==> src/rtl/spi_mode_pkg.sv <==
package spi_mode_pkg;

  typedef enum logic [0:0] {
    PH_IDLE = 1'b0,
    PH_RUN  = 1'b1
  } phase_t;

  // A divider tick is a sample edge when the level before the toggle,
  // XOR polarity, XOR phase, gives zero.
  function automatic logic is_sample_edge(input logic lvl,
                                          input logic pol,
                                          input logic pha);
    return ~(lvl ^ pol ^ pha);
  endfunction

endpackage

==> src/rtl/spi_mode_divider.sv <==
module spi_mode_divider #(
  parameter int HALF_DIV = 4
) (
  input  logic clk,
  input  logic rst,
  input  logic run,
  output logic tick
);
  localparam int CNT_W = (HALF_DIV > 1) ? $clog2(HALF_DIV) : 1;
  localparam logic [CNT_W-1:0] LAST = CNT_W'(HALF_DIV - 1);

  logic [CNT_W-1:0] cnt;

  assign tick = run && (cnt == LAST);

  always_ff @(posedge clk) begin
    if (rst || !run) begin
      cnt <= '0;
    end else if (cnt == LAST) begin
      cnt <= '0;
    end else begin
      cnt <= cnt + 1'b1;
    end
  end

  initial begin
    if (HALF_DIV < 2) $error("HALF_DIV must be 2 or more");
  end

endmodule

==> src/rtl/spi_mode_shifter.sv <==
module spi_mode_shifter #(
  parameter int W = 8
) (
  input  logic         clk,
  input  logic         rst,
  input  logic         load,
  input  logic [W-1:0] load_word,
  input  logic         shift_en,
  input  logic         sample_en,
  input  logic         publish,
  input  logic         miso,
  output logic         mosi,
  output logic [W-1:0] rx_word
);
  logic [W-1:0] out_sr;
  logic [W-1:0] in_sr;

  assign mosi = out_sr[W-1];

  always_ff @(posedge clk) begin
    if (rst) begin
      out_sr <= '0;
    end else if (load) begin
      out_sr <= load_word;
    end else if (shift_en) begin
      out_sr <= {out_sr[W-2:0], 1'b0};
    end
  end

  always_ff @(posedge clk) begin
    if (rst) begin
      in_sr <= '0;
    end else if (load) begin
      in_sr <= '0;
    end else if (sample_en) begin
      in_sr <= {in_sr[W-2:0], miso};
    end
  end

  always_ff @(posedge clk) begin
    if (rst) begin
      rx_word <= '0;
    end else if (publish) begin
      rx_word <= in_sr;
    end
  end

  AST_NO_SHIFT_AND_SAMPLE: assert property (@(posedge clk) disable iff (rst)
    !(shift_en && sample_en)) else $error("shift and sample in one cycle");

endmodule

==> src/rtl/spi_mode_ctrl.sv <==
module spi_mode_ctrl
  import spi_mode_pkg::*;
#(
  parameter int W = 8
) (
  input  logic clk,
  input  logic rst,
  input  logic start,
  input  logic mode_pol,
  input  logic mode_pha,
  input  logic tick,
  output logic run,
  output logic load,
  output logic shift_en,
  output logic sample_en,
  output logic publish,
  output logic sclk,
  output logic cs_n,
  output logic busy,
  output logic done
);
  localparam int EDGES = 2 * W;
  localparam int EC_W  = $clog2(EDGES + 1);
  localparam logic [EC_W-1:0] EDGES_V = EC_W'(EDGES);

  phase_t          ph;
  logic            pol_q;
  logic            pha_q;
  logic [EC_W-1:0] edge_cnt;
  logic            last_tick;
  logic            samp_now;

  assign run       = (ph == PH_RUN);
  assign load      = (ph == PH_IDLE) && start;
  assign last_tick = run && tick && (edge_cnt == EDGES_V);
  assign samp_now  = is_sample_edge(sclk, pol_q, pha_q);
  assign sample_en = run && tick && !last_tick && samp_now;
  assign shift_en  = run && tick && !last_tick && !samp_now
                     && !(pha_q && (edge_cnt == '0));
  assign publish   = last_tick;

  always_ff @(posedge clk) begin
    if (rst) begin
      ph       <= PH_IDLE;
      pol_q    <= 1'b0;
      pha_q    <= 1'b0;
      edge_cnt <= '0;
      sclk     <= mode_pol;
      cs_n     <= 1'b1;
      busy     <= 1'b0;
      done     <= 1'b0;
    end else begin
      done <= 1'b0;
      unique case (ph)
        PH_IDLE: begin
          sclk <= mode_pol;
          if (start) begin
            pol_q    <= mode_pol;
            pha_q    <= mode_pha;
            edge_cnt <= '0;
            cs_n     <= 1'b0;
            busy     <= 1'b1;
            ph       <= PH_RUN;
          end
        end
        PH_RUN: begin
          if (last_tick) begin
            sclk <= pol_q;
            cs_n <= 1'b1;
            busy <= 1'b0;
            done <= 1'b1;
            ph   <= PH_IDLE;
          end else if (tick) begin
            sclk     <= ~sclk;
            edge_cnt <= edge_cnt + 1'b1;
          end
        end
        default: ph <= PH_IDLE;
      endcase
    end
  end

  AST_DONE_SINGLE: assert property (@(posedge clk) disable iff (rst)
    done |=> !done) else $error("done wider than one cycle");

  AST_MODE_HELD: assert property (@(posedge clk) disable iff (rst)
    (busy && $past(busy)) |-> ($stable(pol_q) && $stable(pha_q)))
    else $error("mode changed inside a frame");

  AST_IDLE_LEVEL: assert property (@(posedge clk) disable iff (rst)
    (!busy && $past(!busy) && !$past(rst) && $stable(mode_pol)) |-> (sclk == mode_pol))
    else $error("idle clock level wrong");

  AST_START_IGNORED: assert property (@(posedge clk) disable iff (rst)
    (busy && start && !done) |=> !cs_n || done)
    else $error("start while busy disturbed the frame");

endmodule

==> src/rtl/spi_mode_master.sv <==
module spi_mode_master #(
  parameter int W        = 8,
  parameter int HALF_DIV = 4
) (
  input  logic         clk,
  input  logic         rst,
  input  logic         start,
  input  logic [W-1:0] tx_data,
  input  logic         mode_pol,
  input  logic         mode_pha,
  output logic [W-1:0] rx_data,
  output logic         busy,
  output logic         done,
  output logic         sclk,
  output logic         mosi,
  input  logic         miso,
  output logic         cs_n
);
  localparam int EDGES = 2 * W;
  localparam int SEEN_W = $clog2(EDGES + 2);

  logic run, tick, load, shift_en, sample_en, publish;

  spi_mode_divider #(.HALF_DIV(HALF_DIV)) u_div (
    .clk  (clk),
    .rst  (rst),
    .run  (run),
    .tick (tick)
  );

  spi_mode_ctrl #(.W(W)) u_ctrl (
    .clk       (clk),
    .rst       (rst),
    .start     (start),
    .mode_pol  (mode_pol),
    .mode_pha  (mode_pha),
    .tick      (tick),
    .run       (run),
    .load      (load),
    .shift_en  (shift_en),
    .sample_en (sample_en),
    .publish   (publish),
    .sclk      (sclk),
    .cs_n      (cs_n),
    .busy      (busy),
    .done      (done)
  );

  spi_mode_shifter #(.W(W)) u_shift (
    .clk       (clk),
    .rst       (rst),
    .load      (load),
    .load_word (tx_data),
    .shift_en  (shift_en),
    .sample_en (sample_en),
    .publish   (publish),
    .miso      (miso),
    .mosi      (mosi),
    .rx_word   (rx_data)
  );

  // Edge tally used only by the frame-length check below.
  logic              sclk_d, cs_d;
  logic [SEEN_W-1:0] seen;

  always_ff @(posedge clk) begin
    if (rst) begin
      sclk_d <= 1'b0;
      cs_d   <= 1'b1;
      seen   <= '0;
    end else begin
      sclk_d <= sclk;
      cs_d   <= cs_n;
      if (cs_d && !cs_n) begin
        seen <= '0;
      end else if (!cs_n && (sclk != sclk_d) && (seen != '1)) begin
        seen <= seen + 1'b1;
      end
    end
  end

  AST_EDGE_TOTAL: assert property (@(posedge clk) disable iff (rst)
    done |-> (seen == SEEN_W'(EDGES))) else $error("edge count wrong");

  AST_RX_ON_DONE: assert property (@(posedge clk) disable iff (rst)
    !$stable(rx_data) |-> done) else $error("rx_data moved outside done");

  AST_CS_FRAMES_BUSY: assert property (@(posedge clk) disable iff (rst)
    $fell(cs_n) |-> busy) else $error("chip select low while idle");

endmodule

==> config.mk <==
export PLATFORM = sky130hd
export DESIGN_NAME = spi_mode_master
export DESIGN_NICKNAME = d
export VERILOG_FILES = /design/src/rtl/spi_mode_pkg.sv /design/src/rtl/spi_mode_divider.sv /design/src/rtl/spi_mode_shifter.sv /design/src/rtl/spi_mode_ctrl.sv /design/src/rtl/spi_mode_master.sv
export SDC_FILE = /design/constraint.sdc
export NUM_CORES = 1
export LEC_CHECK = 0
export CAP_MARGIN = 20
export CORE_MARGIN = 10
export CORE_UTILIZATION = 35
export DETAILED_ROUTE_END_ITERATION = 8
export PLACE_DENSITY = 0.67
export SLEW_MARGIN = 20
export SYNTH_ARGS = -nofsm -noshare
export SYNTH_HDL_FRONTEND = slang
export SYNTH_SLANG_ARGS = --single-unit
==> constraint.sdc <==
create_clock -name clk -period 2.2 [get_ports clk]
set_clock_uncertainty 0.05 [all_clocks]
set_input_delay 0.22 -clock clk [delete_from_list [all_inputs] [get_ports clk]]
set_output_delay 0.22 -clock clk [all_outputs]
set_load 0.005 [all_outputs]
==> impl_results.md, run 1 <==
* Status: complete, no violations
* TNS Setup at 0 ps
* Sink Count at 38
* Port bufs at 26
* Routed wl met3 at 255 um
* Design Area, Final at 0.00205 mm^2
* Postcts setup bufs at 0
* Drt via density at 4.86
* Cells after DPL at 266
* Met2 wire len at 1380 um
* Final GP Congestion at 0.802
* Ys async rst share at 0%
* DRT antenna net count at 0
* CP arrival at 1990 ps
* Clock share of power at 37.5%
* Post-synth top area share at 44.5%
* Die W at 89.0 um
* DR top layer: met4
* HP Class: reg -> reg
* Number of library cell types mapped by synthesis at 37
* M1 WL at 1610 um
* Crit path launch type: flip-flop
* Critical Path Fanout Max at 11
* CTS tree: yes
* CTS buffer count at 5
* R2R Path End: u_ctrl.sclk$_DFFE_PP_
* Layout Cells excl Fill at 274
* Row count at 25
* Vert. Die Dim at 89.0 um
* CTS clk-pin slew, worst paths at 80 ps
* Worst Hold Path EP: u_div.cnt[0]$_SDFF_PP0_
* Layout cells sized above 1 at 10.0%
* Final setup fails at 0
* Logic gate share of total power at 8.7%
* Crit path time final at 1920 ps
* Setup CP Type: reg -> reg
* CTS max path bufs at 2
* Largest net degree at the start of global routing at 38
* Reg-to-Reg Start: u_ctrl.edge_cnt[0]$_SDFFE_PP0P_
* Vias in the first global route at 1302
* Worst Setup End Kind: flip-flop
* Synth area leader: dfxtp_1
* Ys flop type: dfxtp_1
* Leak pwr at 0.000734 uW
* Worst VDD drop at 0.377 mV
* RSZ-0062 raised after global routing: false
* First-pass GRT wire length at 5710 um
* Max cap viols at 0
* FF-to-FF path depth at 6
* Highest Clock Rate at 0.520 GHz
* Hold path depth at 1
* Tcrit/Tclk final at 87.4%
* Initial Util at 35.7%
* Worst Tran Pin Value at 987 ps
* Placed cell areas at 0.00196 mm^2
* Area contributors post-synth: dfxtp_1 44%, nand2_1 10%, a21oi_1 5.7%
* Worst R2R Setup Slack at 280 ps
* Final Slew Violations at 0
* Pre-CTS WS at 180 ps
* Psw at 314 uW
* Cell Area, Synth at 0.00167 mm^2
* Diode count at 0
* Die Footprint at 0.00792 mm^2
* HP Start: u_div.cnt[0]$_SDFF_PP0_
* Mean post-synth cell area at 8.58 um^2
* Sequential area share after synthesis at 46.3%
* WL/cell at 12.0 um
* Fin Hold WS at 375 ps
* Vias at 1331
* Sequential Power Share at 53.8%
* Dominant cell by count in the synthesized netlist: nand2_1
* Post-synthesis net count at 211
* Final worst slack at 278 ps
* Slew HR at 34.0%
* Cts hold-fix bufs at 0
* Cts repair resizes at 0
* Internal Power at 1020 uW
* Clock Latency Late Sink at 290 ps
* Yosys warns at 0
* Overall global routing resource usage at 8.95%
* Area Growth Syn to Fin at 23.3%
* Post-synth EDFFs at 1
* WP data required at 2270 ps
* IO Pins at 27
* Grt total ovfl at 0
* Antenna violations before repair at 0
* Sw Share at 23.5%
* DRT Pass-1 Iters at 4
* Final HPWL DP at 2420 um
* Detailed Route WL at 3280 um
* Final #Nets at 236
* CTS H-tree depth at 2
* Final hold violation count at 0
* Core area at 0.00466 mm^2
* Syn Inst Count at 194
* Commonest cells post-synth: 45 x nand2_1, 37 x dfxtp_1, 19 x a21oi_1
* Clock root buffer: clkbuf_8
* Initial drt markers at 44
* PD cells at 649 mW/mm^2
* Register bit count reported by yosys at 38
* # DRC at 0
per-layer routing:
metal / track usage [%] / vias up
met1: 10.8 / 592
met4: 3.03 / 0
met2: 14.6 / 30
met3: 3.01 / 5
li1: - / 704
met5: 0 / -
stage by stage:
step           power (uW)  util (%)
2_1_floorplan         799         -
3_3_place_gp          850      42.0
3_5_place_dp          851      42.0
4_1_cts              1350      44.1
5_1_grt              1390      44.1
6_report             1330      44.1
power groups by stage:
stage | sequential [uW] | clock [uW] | combinational, uW
after floorplan | 732 | 0 | 67.5
after global placement | 734 | 0 | 116
after detailed placement | 734 | 0 | 117
after CTS | 718 | 519 | 117
after global routing | 720 | 542 | 131
final | 718 | 500 | 116
placed cells by master, fill, tap and decap left out, drive strengths merged, types with 4 or more instances in the layout:
| cell | Yosys | routed |
|---|---|---|
| nand2 | 46 | 46 |
| dfxtp | 37 | 37 |
| clkdlybuf4s50 | 0 | 26 |
| a21oi | 20 | 20 |
| o21ai | 10 | 10 |
| nor2 | 10 | 10 |
| nand3 | 10 | 10 |
| nor2b | 8 | 8 |
| mux2 | 7 | 7 |
| clkbuf | 6 | 6 |
| inv | 5 | 6 |
| or3 | 4 | 4 |
worst max path at each step:
stage | cells past startpoint | start | endpoint | slack, ps
2_1_floorplan | 6 | u_ctrl.edge_cnt[0]$_SDFFE_PP0P_ | u_ctrl.edge_cnt[0]$_SDFFE_PP0P_ | 600
3_3_place_gp | 5 | start | u_shift.in_sr[1]$_SDFFE_PP0P_ | 220
4_1_cts | 6 | u_ctrl.edge_cnt[0]$_SDFFE_PP0P_ | u_ctrl.sclk$_DFFE_PP_ | 240
6_report | 6 | u_ctrl.edge_cnt[0]$_SDFFE_PP0P_ | u_ctrl.sclk$_DFFE_PP_ | 280
3_5_place_dp | 5 | start | u_shift.in_sr[7]$_SDFFE_PP0P_ | 180
5_1_grt | 6 | u_ctrl.edge_cnt[0]$_SDFFE_PP0P_ | u_ctrl.sclk$_DFFE_PP_ | 50
area by class of cell:
class	count	area [um^2]
fillers	489	2610
clock inverters	2	11.3
well taps	54	67.6
multi-input cells	141	827
repair buffers	28	275
clock buffers	6	82.6
flip-flops and latches	38	771
inverters	5	18.8
kinds of logic after synthesis:
| logic type | count (synthesis) | share of synthesized area, % |
|---|---|---|
| AND/OR/NAND/NOR | 91 | 26.4 |
| flip-flops | 38 | 46.3 |
| AO/OA/AOI/OAI | 36 | 13.3 |
| buffers and inverters | 15 | 4.06 |
| multiplexers | 7 | 4.73 |
| XOR/XNOR | 4 | 3.01 |
| adder cells (fa/ha/maj) | 3 | 2.25 |
critical path, stage by stage (launching register included):
cell and delay, ps:
dfxtp_1 350, inv_1 100, ha_1 170, nor3b_4 340, and3_1 450, a21oi_1 110
o21ai_0 170
registers in the layout, indices dropped and copies added, names as in the netlist, 2 cells and up:
name	cells
u_ctrl.edge_cnt	5
u_div.cnt	2
u_shift.in_sr	8
u_shift.out_sr	8
u_shift.rx_word	8
Power figures use the tool's default switching activity.
==> run 2: changes to the inputs <==
Settings changed: CORE_UTILIZATION 35 to 52, CTS_CLUSTER_SIZE set to 24, PLACE_DENSITY 0.67 to 0.89.
==> impl_results.md, run 2 (same netlist as run 1, synthesis figures left out) <==
* Final setup fails at 0 (unchanged)
* Die Footprint at 0.00587 mm^2 (-26%)
* Crit path launch type: flip-flop
* Final Slew Violations at 0 (unchanged)
* Final #Nets at 237 (+0.42%)
* Cts repair resizes at 0 (unchanged)
* Overall global routing resource usage at 11.2% (+2.3 points)
* RSZ-0062 raised after global routing: false
* Antenna violations before repair at 0 (unchanged)
* PD cells at 629 mW/mm^2 (-3.2%)
* FF+latch area at 771 um^2 (unchanged)
* Post-route core utilization at 66.5% (+22 points)
* Clock Latency Late Sink at 360 ps (+70 ps)
* Sink Count at 38 (unchanged)
* Detailed Route WL at 3210 um (-2.2%)
* DRT Pass-1 Iters at 4 (unchanged)
* Setup CP Type: reg -> reg
* CTS max path bufs at 2 (unchanged)
* Commonest non-fill, non-tap cell in the layout: nand2_1
* Die W at 76.6 um (-14%)
* Vias at 1362 (+2.3%)
* Fillcell total at 272 (-44%)
* Diode count at 0 (unchanged)
* CTS tree: yes
* Final hold violation count at 0 (unchanged)
* Worst VDD drop at 0.460 mV (+22%)
* Final GP Congestion at 0.828 (+3.3%)
* Clock root buffer: clkbuf_4
* Row count at 20 (-20%)
* Highest Clock Rate at 0.533 GHz (+2.4%)
* Core area at 0.00305 mm^2 (-34%)
* Commonest non-fill, non-tap cells in the layout: 45 x nand2_1, 37 x dfxtp_1, 26 x clkdlybuf4s50_1
* Final HPWL DP at 2360 um (-2.4%)
* Leak pwr at 0.000730 uW (-0.54%)
* Vias in the first global route at 1246 (-4.3%)
* CTS clk-pin slew, worst paths at 90 ps (about the same)
* Layout cells sized above 1 at 10.0% (unchanged)
* Slew HR at 63.1% (+29 points)
* # DRC at 0 (unchanged)
* WL/cell at 12.1 um (+1.5%)
* Initial drt markers at 90 (+100%)
* TNS Setup at 0 ps (unchanged)
* Vert. Die Dim at 76.6 um (-14%)
* Critical Path Fanout Max at 11 (unchanged)
* Tcrit/Tclk final at 85.3% (-2.1 points)
* CTS buffer count at 5 (unchanged)
* DRT antenna net count at 0 (unchanged)
* Port bufs at 26 (unchanged)
* HP Class: reg -> reg
* CTS H-tree depth at 2 (unchanged)
* First-pass GRT wire length at 5440 um (-4.7%)
* IO Pins at 27 (unchanged)
* Worst Tran Pin Value at 552 ps (-435 ps)
* Postcts setup bufs at 0 (unchanged)
* Grt total ovfl at 0 (unchanged)
* Cts hold-fix bufs at 0 (unchanged)
* Max cap viols at 0 (unchanged)
* WP data required at 2350 ps (+80 ps)
* Area Growth Syn to Fin at 21.9%
* Multi-input gate area at 827 um^2 (unchanged)
* Largest net degree at the start of global routing at 39 (+2.6%)
* Status: complete, no violations
* CP arrival at 2030 ps (+40 ps)
* Initial Util at 54.5% (+19 points)
* Crit path time final at 1880 ps (-45.5 ps)
* Worst Setup End Kind: flip-flop
* Drt via density at 5.16 (+6.2%)
* Largest registers: u_shift.in_sr (8), u_shift.out_sr (8), u_shift.rx_word (8)
## run 2: worst paths after layout
kind	from	end	slack [ps]	cells after the start
setup / recovery	u_ctrl.edge_cnt[0]$_SDFFE_PP0P_	u_ctrl.sclk$_DFFE_PP_	320	6
hold / removal	u_div.cnt[0]$_SDFF_PP0_	u_div.cnt[0]$_SDFF_PP0_	380	1
setup reg to reg	u_ctrl.edge_cnt[0]$_SDFFE_PP0P_	u_ctrl.sclk$_DFFE_PP_	320	6
hold reg to reg	u_div.cnt[0]$_SDFF_PP0_	u_div.cnt[0]$_SDFF_PP0_	380	1
## run 2: cell type report
class / count / share of cell area, %
Inverter: 5 / 0.924
Tap cell: 44 / 2.71
Timing Repair Buffer: 29 / 13.9
Sequential cell: 38 / 38.0
Multi-Input combinational cell: 141 / 40.7
Clock buffer: 7 / 3.76
## run 2: per-stage QoR
| step | total power (uW) | worst slack, ps | hold slack (ps) | std cells | cell area, um^2 |
|---|---|---|---|---|---|
| 6_report | 1280 | 324 | 382 | 264 | 2030 |
| 5_1_grt | 1320 | 69.3 | 384 | 264 | 2030 |
| 4_1_cts | 1290 | 328 | 373 | 264 | 2030 |
| 2_1_floorplan | 799 | 598 | 300 | 194 | 1670 |
| 3_3_place_gp | 849 | 379 | 360 | 257 | 1950 |
| 3_5_place_dp | 851 | 354 | 377 | 257 | 1950 |
## run 2: routing by layer
| metal | share of wire [%] | track usage [%] | vias to the layer above | wire (um) |
|---|---|---|---|---|
| met2 | 45 | 17.5 | 21 | 1450 |
| met3 | 3.6 | 2.71 | 8 | 115 |
| li1 | - | - | 707 | - |
| met5 | 0 | 0 | - | 0 |
| met4 | 3.2 | 8.36 | 0 | 101 |
| met1 | 48 | 13.0 | 626 | 1540 |
## run 2: worst max-delay path, stage by stage, from the launching register on
cell and delay (ps):
dfxtp_1 350, inv_1 100, ha_1 170, nor3b_4 340, and3_1 460, a21oi_1 120, o21ai_0 140
## run 2: power breakdown
part	switching [uW]	internal [uW]	leakage (uW)
logic	55.5	61.5	0.000377
registers	11.2	707	0.000310
clock network	223	219	0.0000425
